<file path="src/rtl/xarb_pkg.sv">
package xarb_pkg;
  typedef enum logic [1:0] {
    POL_COMPARE = 2'b00,
    POL_DMA_HI  = 2'b01,
    POL_EQUAL   = 2'b10,
    POL_CORE_HI = 2'b11
  } policy_e;
endpackage

</file>
<file path="src/rtl/xarb_decide.sv">
module xarb_decide
  import xarb_pkg::*;
#(
  parameter int LVL_W = 2
) (
  input  logic             core_req,
  input  logic             dma_req,
  input  logic [LVL_W-1:0] core_lvl,
  input  logic [LVL_W-1:0] dma_lvl,
  input  logic [1:0]       policy,
  input  logic             turn_core,
  output logic             pick_core,
  output logic             pick_dma
);
  logic core_first;

  always_comb begin
    unique case (policy_e'(policy))
      POL_CORE_HI: core_first = 1'b1;
      POL_DMA_HI:  core_first = 1'b0;
      POL_EQUAL:   core_first = turn_core;
      default: begin
        if (core_lvl > dma_lvl)      core_first = 1'b1;
        else if (core_lvl < dma_lvl) core_first = 1'b0;
        else                         core_first = turn_core;
      end
    endcase
    pick_core = core_req & (~dma_req | core_first);
    pick_dma  = dma_req & (~core_req | ~core_first);
  end
endmodule

</file>
<file path="src/rtl/xarb_turn.sv">
module xarb_turn (
  input  logic clk,
  input  logic rst,
  input  logic issue_core,
  input  logic issue_dma,
  output logic turn_core
);
  always_ff @(posedge clk) begin
    if (rst)             turn_core <= 1'b1;
    else if (issue_core) turn_core <= 1'b0;
    else if (issue_dma)  turn_core <= 1'b1;
  end

  assert_turn_core_R4: assert property (@(posedge clk) disable iff (rst)
    issue_core |=> !turn_core);
  assert_turn_dma_R4: assert property (@(posedge clk) disable iff (rst)
    (issue_dma && !issue_core) |=> turn_core);
endmodule

</file>
<file path="src/rtl/xbus_arbiter.sv">
module xbus_arbiter
  import xarb_pkg::*;
#(
  parameter int LVL_W = 2
) (
  input  logic             clk,
  input  logic             rst,
  input  logic             core_req,
  input  logic             dma_req,
  input  logic [LVL_W-1:0] core_lvl,
  input  logic [LVL_W-1:0] dma_lvl,
  input  logic [1:0]       policy,
  input  logic             bus_off,
  input  logic             xfer_done,
  output logic             core_gnt,
  output logic             dma_gnt,
  output logic             busy
);
  logic turn_core, pick_core, pick_dma;
  logic owned, issue_core, issue_dma;

  xarb_decide #(.LVL_W(LVL_W)) u_decide (
    .core_req  (core_req),
    .dma_req   (dma_req),
    .core_lvl  (core_lvl),
    .dma_lvl   (dma_lvl),
    .policy    (policy),
    .turn_core (turn_core),
    .pick_core (pick_core),
    .pick_dma  (pick_dma)
  );

  assign owned      = core_gnt | dma_gnt;
  assign issue_core = ~owned & ~bus_off & pick_core;
  assign issue_dma  = ~owned & ~bus_off & pick_dma;

  xarb_turn u_turn (
    .clk        (clk),
    .rst        (rst),
    .issue_core (issue_core),
    .issue_dma  (issue_dma),
    .turn_core  (turn_core)
  );

  always_ff @(posedge clk) begin
    if (rst) begin
      core_gnt <= 1'b0;
      dma_gnt  <= 1'b0;
    end else if (owned) begin
      if (xfer_done) begin
        core_gnt <= 1'b0;
        dma_gnt  <= 1'b0;
      end
    end else begin
      core_gnt <= issue_core;
      dma_gnt  <= issue_dma;
    end
  end

  always_ff @(posedge clk) begin
    if (rst)       busy <= 1'b0;
    else if (busy) busy <= ~xfer_done;
    else           busy <= issue_core | issue_dma;
  end

  assert_excl_R10: assert property (@(posedge clk) disable iff (rst)
    !(core_gnt && dma_gnt));
  assert_busy_R10: assert property (@(posedge clk) disable iff (rst)
    busy == (core_gnt || dma_gnt));
  assert_hold_core_R8: assert property (@(posedge clk) disable iff (rst)
    (core_gnt && !xfer_done) |=> core_gnt);
  assert_hold_dma_R8: assert property (@(posedge clk) disable iff (rst)
    (dma_gnt && !xfer_done) |=> dma_gnt);
  assert_release_R8: assert property (@(posedge clk) disable iff (rst)
    ((core_gnt || dma_gnt) && xfer_done) |=> !(core_gnt || dma_gnt));
  assert_off_R9: assert property (@(posedge clk) disable iff (rst)
    (!core_gnt && !dma_gnt && bus_off) |=> !(core_gnt || dma_gnt));
  assert_noreq_core_R7: assert property (@(posedge clk) disable iff (rst)
    (!core_gnt && !dma_gnt && !core_req) |=> !core_gnt);
  assert_noreq_dma_R7: assert property (@(posedge clk) disable iff (rst)
    (!core_gnt && !dma_gnt && !dma_req) |=> !dma_gnt);
  assert_dmahi_R2: assert property (@(posedge clk) disable iff (rst)
    (!core_gnt && !dma_gnt && !bus_off && core_req && dma_req && policy == 2'b01)
    |=> dma_gnt);
  assert_corehi_R3: assert property (@(posedge clk) disable iff (rst)
    (!core_gnt && !dma_gnt && !bus_off && core_req && dma_req && policy == 2'b11)
    |=> core_gnt);
endmodule

</file>
<file path="config.mk">
export PLATFORM = sky130hd
export DESIGN_NAME = xbus_arbiter
export DESIGN_NICKNAME = d
export VERILOG_FILES = /design/src/rtl/xarb_pkg.sv /design/src/rtl/xarb_decide.sv /design/src/rtl/xarb_turn.sv /design/src/rtl/xbus_arbiter.sv
export SDC_FILE = /design/constraint.sdc
export NUM_CORES = 1
export LEC_CHECK = 0
export BUFFER_PORTS_ARGS = -buffer_cell sky130_fd_sc_hd__buf_4
export CAP_MARGIN = 0
export CORE_AREA = 2 2 39 41
export CTS_CLUSTER_SIZE = 28
export DETAILED_ROUTE_END_ITERATION = 8
export DIE_AREA = 0 0 41 43
export PLACE_DENSITY = 0.53
export RECOVER_POWER = 100
export SETUP_SLACK_MARGIN = 0.5
export SLEW_MARGIN = 15
export SYNTH_ARGS = -nofsm -noshare
export SYNTH_HDL_FRONTEND = slang
export SYNTH_HIERARCHICAL = 1
export SYNTH_SLANG_ARGS = --single-unit
</file>
<file path="constraint.sdc">
create_clock -name clk -period 2.6 [get_ports clk]
set_input_delay 0.52 -clock clk [delete_from_list [all_inputs] [get_ports clk]]
set_output_delay 0.52 -clock clk [all_outputs]
set_load 0.005 [all_outputs]
</file>
==> impl_metrics.env <==
export IMPL_outcome="complete, no violations"
export IMPL_worstPathBufferInverterCount=2
export IMPL_max_capacitance_violation_count=0
export IMPL_seqCellArea_um2=80.1
export IMPL_power_share_clock_pct=40.6
export IMPL_cp_data_arrival_time_ns=2.11
export IMPL_die_width_um=41
export IMPL_netSwitchingPower_w=0.0000476
export IMPL_tns_ns=0
export IMPL_critical_path_startpoint_type="input pin"
export IMPL_cts_tree="yes"
export IMPL_finalClockSkew_ns=0.00629
export IMPL_design_final_nets=66
export IMPL_fin_crit_sh_pct=74.4
export IMPL_synth_area_um2=295
export IMPL_multi_input_comb_area_um2=179
export IMPL_drt_antenna_violating_nets=0
export IMPL_drt_wl_total_um=623
export IMPL_worst_setup_hold_path_clk_slew_ns=0.04
export IMPL_die_y_um=43
export IMPL_total_leakage_power_nw=0.214
export IMPL_wl_per_cell_um=9.44
export IMPL_asyncSetResetFlopFracSynth_pct=0
export IMPL_synth_net_count=47
export IMPL_cellInternalPower_w=0.000146
export IMPL_via_count=291
export IMPL_report_final_slew_viol_count=0
export IMPL_design_die_area_um2=1760
export IMPL_drive_above_1_share_pct=40.0
export IMPL_synth_edff_count=0
export IMPL_power_share_switching_pct=24.6
export IMPL_synth_top_cells_by_count="5 x sky130_fd_sc_hd__inv_1, 4 x sky130_fd_sc_hd__dfxtp_1, 3 x sky130_fd_sc_hd__nor2_1"
export IMPL_synthDistinctLibCells=20
export IMPL_timing_critical_path_max_delay_family="simple AND/OR/NAND/NOR gates"
export IMPL_final_hold_violation_count=0
export IMPL_seq_power_share_pct=36.2
export IMPL_vdd_ir_drop_worst_mv=0.227
export IMPL_synthesis_area_per_instance_um2=8.95
export IMPL_total_power_w=0.000194
export IMPL_synth_top_area_share_pct=27.1
export IMPL_ys_top_cells_by_area="sky130_fd_sc_hd__dfxtp_1 27%, sky130_fd_sc_hd__or4b_4 9.3%, sky130_fd_sc_hd__ha_1 8.5%"
export IMPL_antenna_found_initial=0
export IMPL_via_per_inst=4.41
export IMPL_worst_tran_pin_value_ns=0.215
export IMPL_ys_seq_elements=4
export IMPL_min_period_ns=1.94
export IMPL_drt_drc_violations_left=0
export IMPL_maxClockFrequency_mhz=517
export IMPL_grt_pass1_wl_um=1060
export IMPL_cpMaxStageDelayCell="sky130_fd_sc_hd__or4b_1"
export IMPL_worst_slew_margin_rel_pct=85.6
export IMPL_antennaDiodeCount=0
export IMPL_pwr_share_comb_pct=23.2
export IMPL_grt_pass1_vias=295
export IMPL_post_synth_inst_count=33
export IMPL_ctsHtreeMaxLevel=1
export IMPL_numCtsBuffers=3
export IMPL_boundaryPins=15
export IMPL_gr_total_overflow=0
export IMPL_firstDrtPassIters=1
export IMPL_worst_r2r_setup_slack_ns=1.09
export IMPL_timing_hold_worst_class="in2reg"
export IMPL_clock_root_buffer="sky130_fd_sc_hd__clkbuf_4"
export IMPL_worstPathCellList="buf_4 -> ha_1 -> nor2b_4 -> o2111ai_1 -> and3_1 -> or4b_1 -> inv_1 -> nor2_1 -> o21bai_2"
export IMPL_hpwl_um=511
export IMPL_fill_cells=169
export IMPL_grt_setup_unrepaired="false"
export IMPL_core_rowCount=14
export IMPL_setup_violation_total_in_the_final_timing_report=0
export IMPL_synth_most_common_cell="sky130_fd_sc_hd__inv_1"
export IMPL_grt_start_max_net_pins=6
export IMPL_cts_buffer_depth=2
export IMPL_gr_usage_all_layers_pct=10.0
export IMPL_place_gp_congestion=0.680
export IMPL_powerDensity_nw_per_um2=456
export IMPL_critPathCaptureType="flop"
export IMPL_io_buffer_count=14
export IMPL_hold_ws_ns=0.470
export IMPL_cts_hold_buf=0
export IMPL_count_of_clock_tree_sinks=4
export IMPL_yosys_area_top_type="sky130_fd_sc_hd__dfxtp_1"
export IMPL_worst_setup_path_type="in2reg"
export IMPL_initial_core_util_pct=21.3
export IMPL_yosysWarnings=6
export IMPL_worst_path_max_fanout=2
export IMPL_insertion_delay_ns=0.24
export IMPL_number_of_gates_resized_after_cts=0
export IMPL_floorplan_core_area_um2=1380
export IMPL_cpPeakStageDelay_ns=0.46
export IMPL_drt_initial_drc_count=0
export IMPL_layout_area_growth_over_synthesis_pct=44.1
export IMPL_yosys_most_used_dff="sky130_fd_sc_hd__dfxtp_1"
export IMPL_postCtsSetupBuffers=0
export IMPL_seq_total_area_yosys_pct=27.1
export IMPL_worst_endpoint_required_time_ns=2.78
==> power by group through the flow <==
stage | combinational (W) | clock, W | sequential, W
after floorplan | 0.0000261 | 0 | 0.0000708
after detailed placement | 0.0000497 | 0 | 0.0000714
after CTS | 0.0000498 | 0.0000839 | 0.0000705
final | 0.0000450 | 0.0000788 | 0.0000702
after global placement | 0.0000492 | 0 | 0.0000714
after global routing | 0.0000508 | 0.0000902 | 0.0000708
==> registers in the layout (all words and copies together), names as in the netlist <==
register          cells
busy                  1
core_gnt              1
dma_gnt               1
u_turn/turn_core      1
==> worst register-to-register path: cells and delay by family (launching register included) <==
family	cells	cell delay, ns
buf+inv	1	0.07
compound gates	2	0.21
flops	1	0.32
simple gates	4	0.86
==> final timing paths <==
| path | startpoint | end | depth (start not counted) |
|---|---|---|---|
| hold / removal | rst | core_gnt | 2 |
| setup / recovery | core_lvl[1] | u_turn/turn_core | 9 |
| setup reg to reg | u_turn/turn_core | u_turn/turn_core | 7 |
| hold reg to reg | u_turn/turn_core | u_turn/turn_core | 2 |
==> through the flow <==
stage	instances	util [%]	area, um^2	worst slack [ns]
final	66	30.7	425	0.665
after global routing	66	30.7	425	0.533
after CTS	66	32.0	443	0.694
after detailed placement	63	30.4	420	0.440
after global placement	63	30.4	420	0.474
after floorplan	33	-	295	0.621
==> per-layer routing <==
metal | global-route usage, % | wire [um] | vias to the layer above
met5 | 0 | 0 | -
met4 | 8.00 | 22 | 0
met3 | 9.42 | 59 | 4
met2 | 13.1 | 292 | 10
met1 | 9.00 | 248 | 127
li1 | - | - | 150
==> cells in the final DEF (no fill, tap or decap), types with 2 or more instances in the layout <==
cell,instances
sky130_fd_sc_hd__ha_1,2
sky130_fd_sc_hd__clkbuf_4,6
sky130_fd_sc_hd__dfxtp_1,4
sky130_fd_sc_hd__nand2_1,2
sky130_fd_sc_hd__buf_4,11
sky130_fd_sc_hd__nor2_1,3
sky130_fd_sc_hd__inv_1,5
sky130_fd_sc_hd__or4b_1,2
==> area by class of cell <==
| type | count | share of cell area [%] |
|---|---|---|
| Clock buffer | 3 | 5.29 |
| Inverter | 5 | 4.41 |
| Multi-Input combinational cell | 24 | 42.1 |
| Sequential cell | 4 | 18.8 |
| Tap cell | 16 | 4.71 |
| Timing Repair Buffer | 14 | 24.7 |
==> cell families (layout without fill, tap and decap cells) <==
logic type / count (synthesis) / in the layout / share of synthesized area, %
compound gates: 7 / 7 / 22.0
fa+ha+maj: 2 / 2 / 8.47
buf+inv: 5 / 22 / 6.36
flops: 4 / 4 / 27.1
simple gates: 15 / 15 / 36.0
No activity file was read; power rests on OpenSTA's default activity.
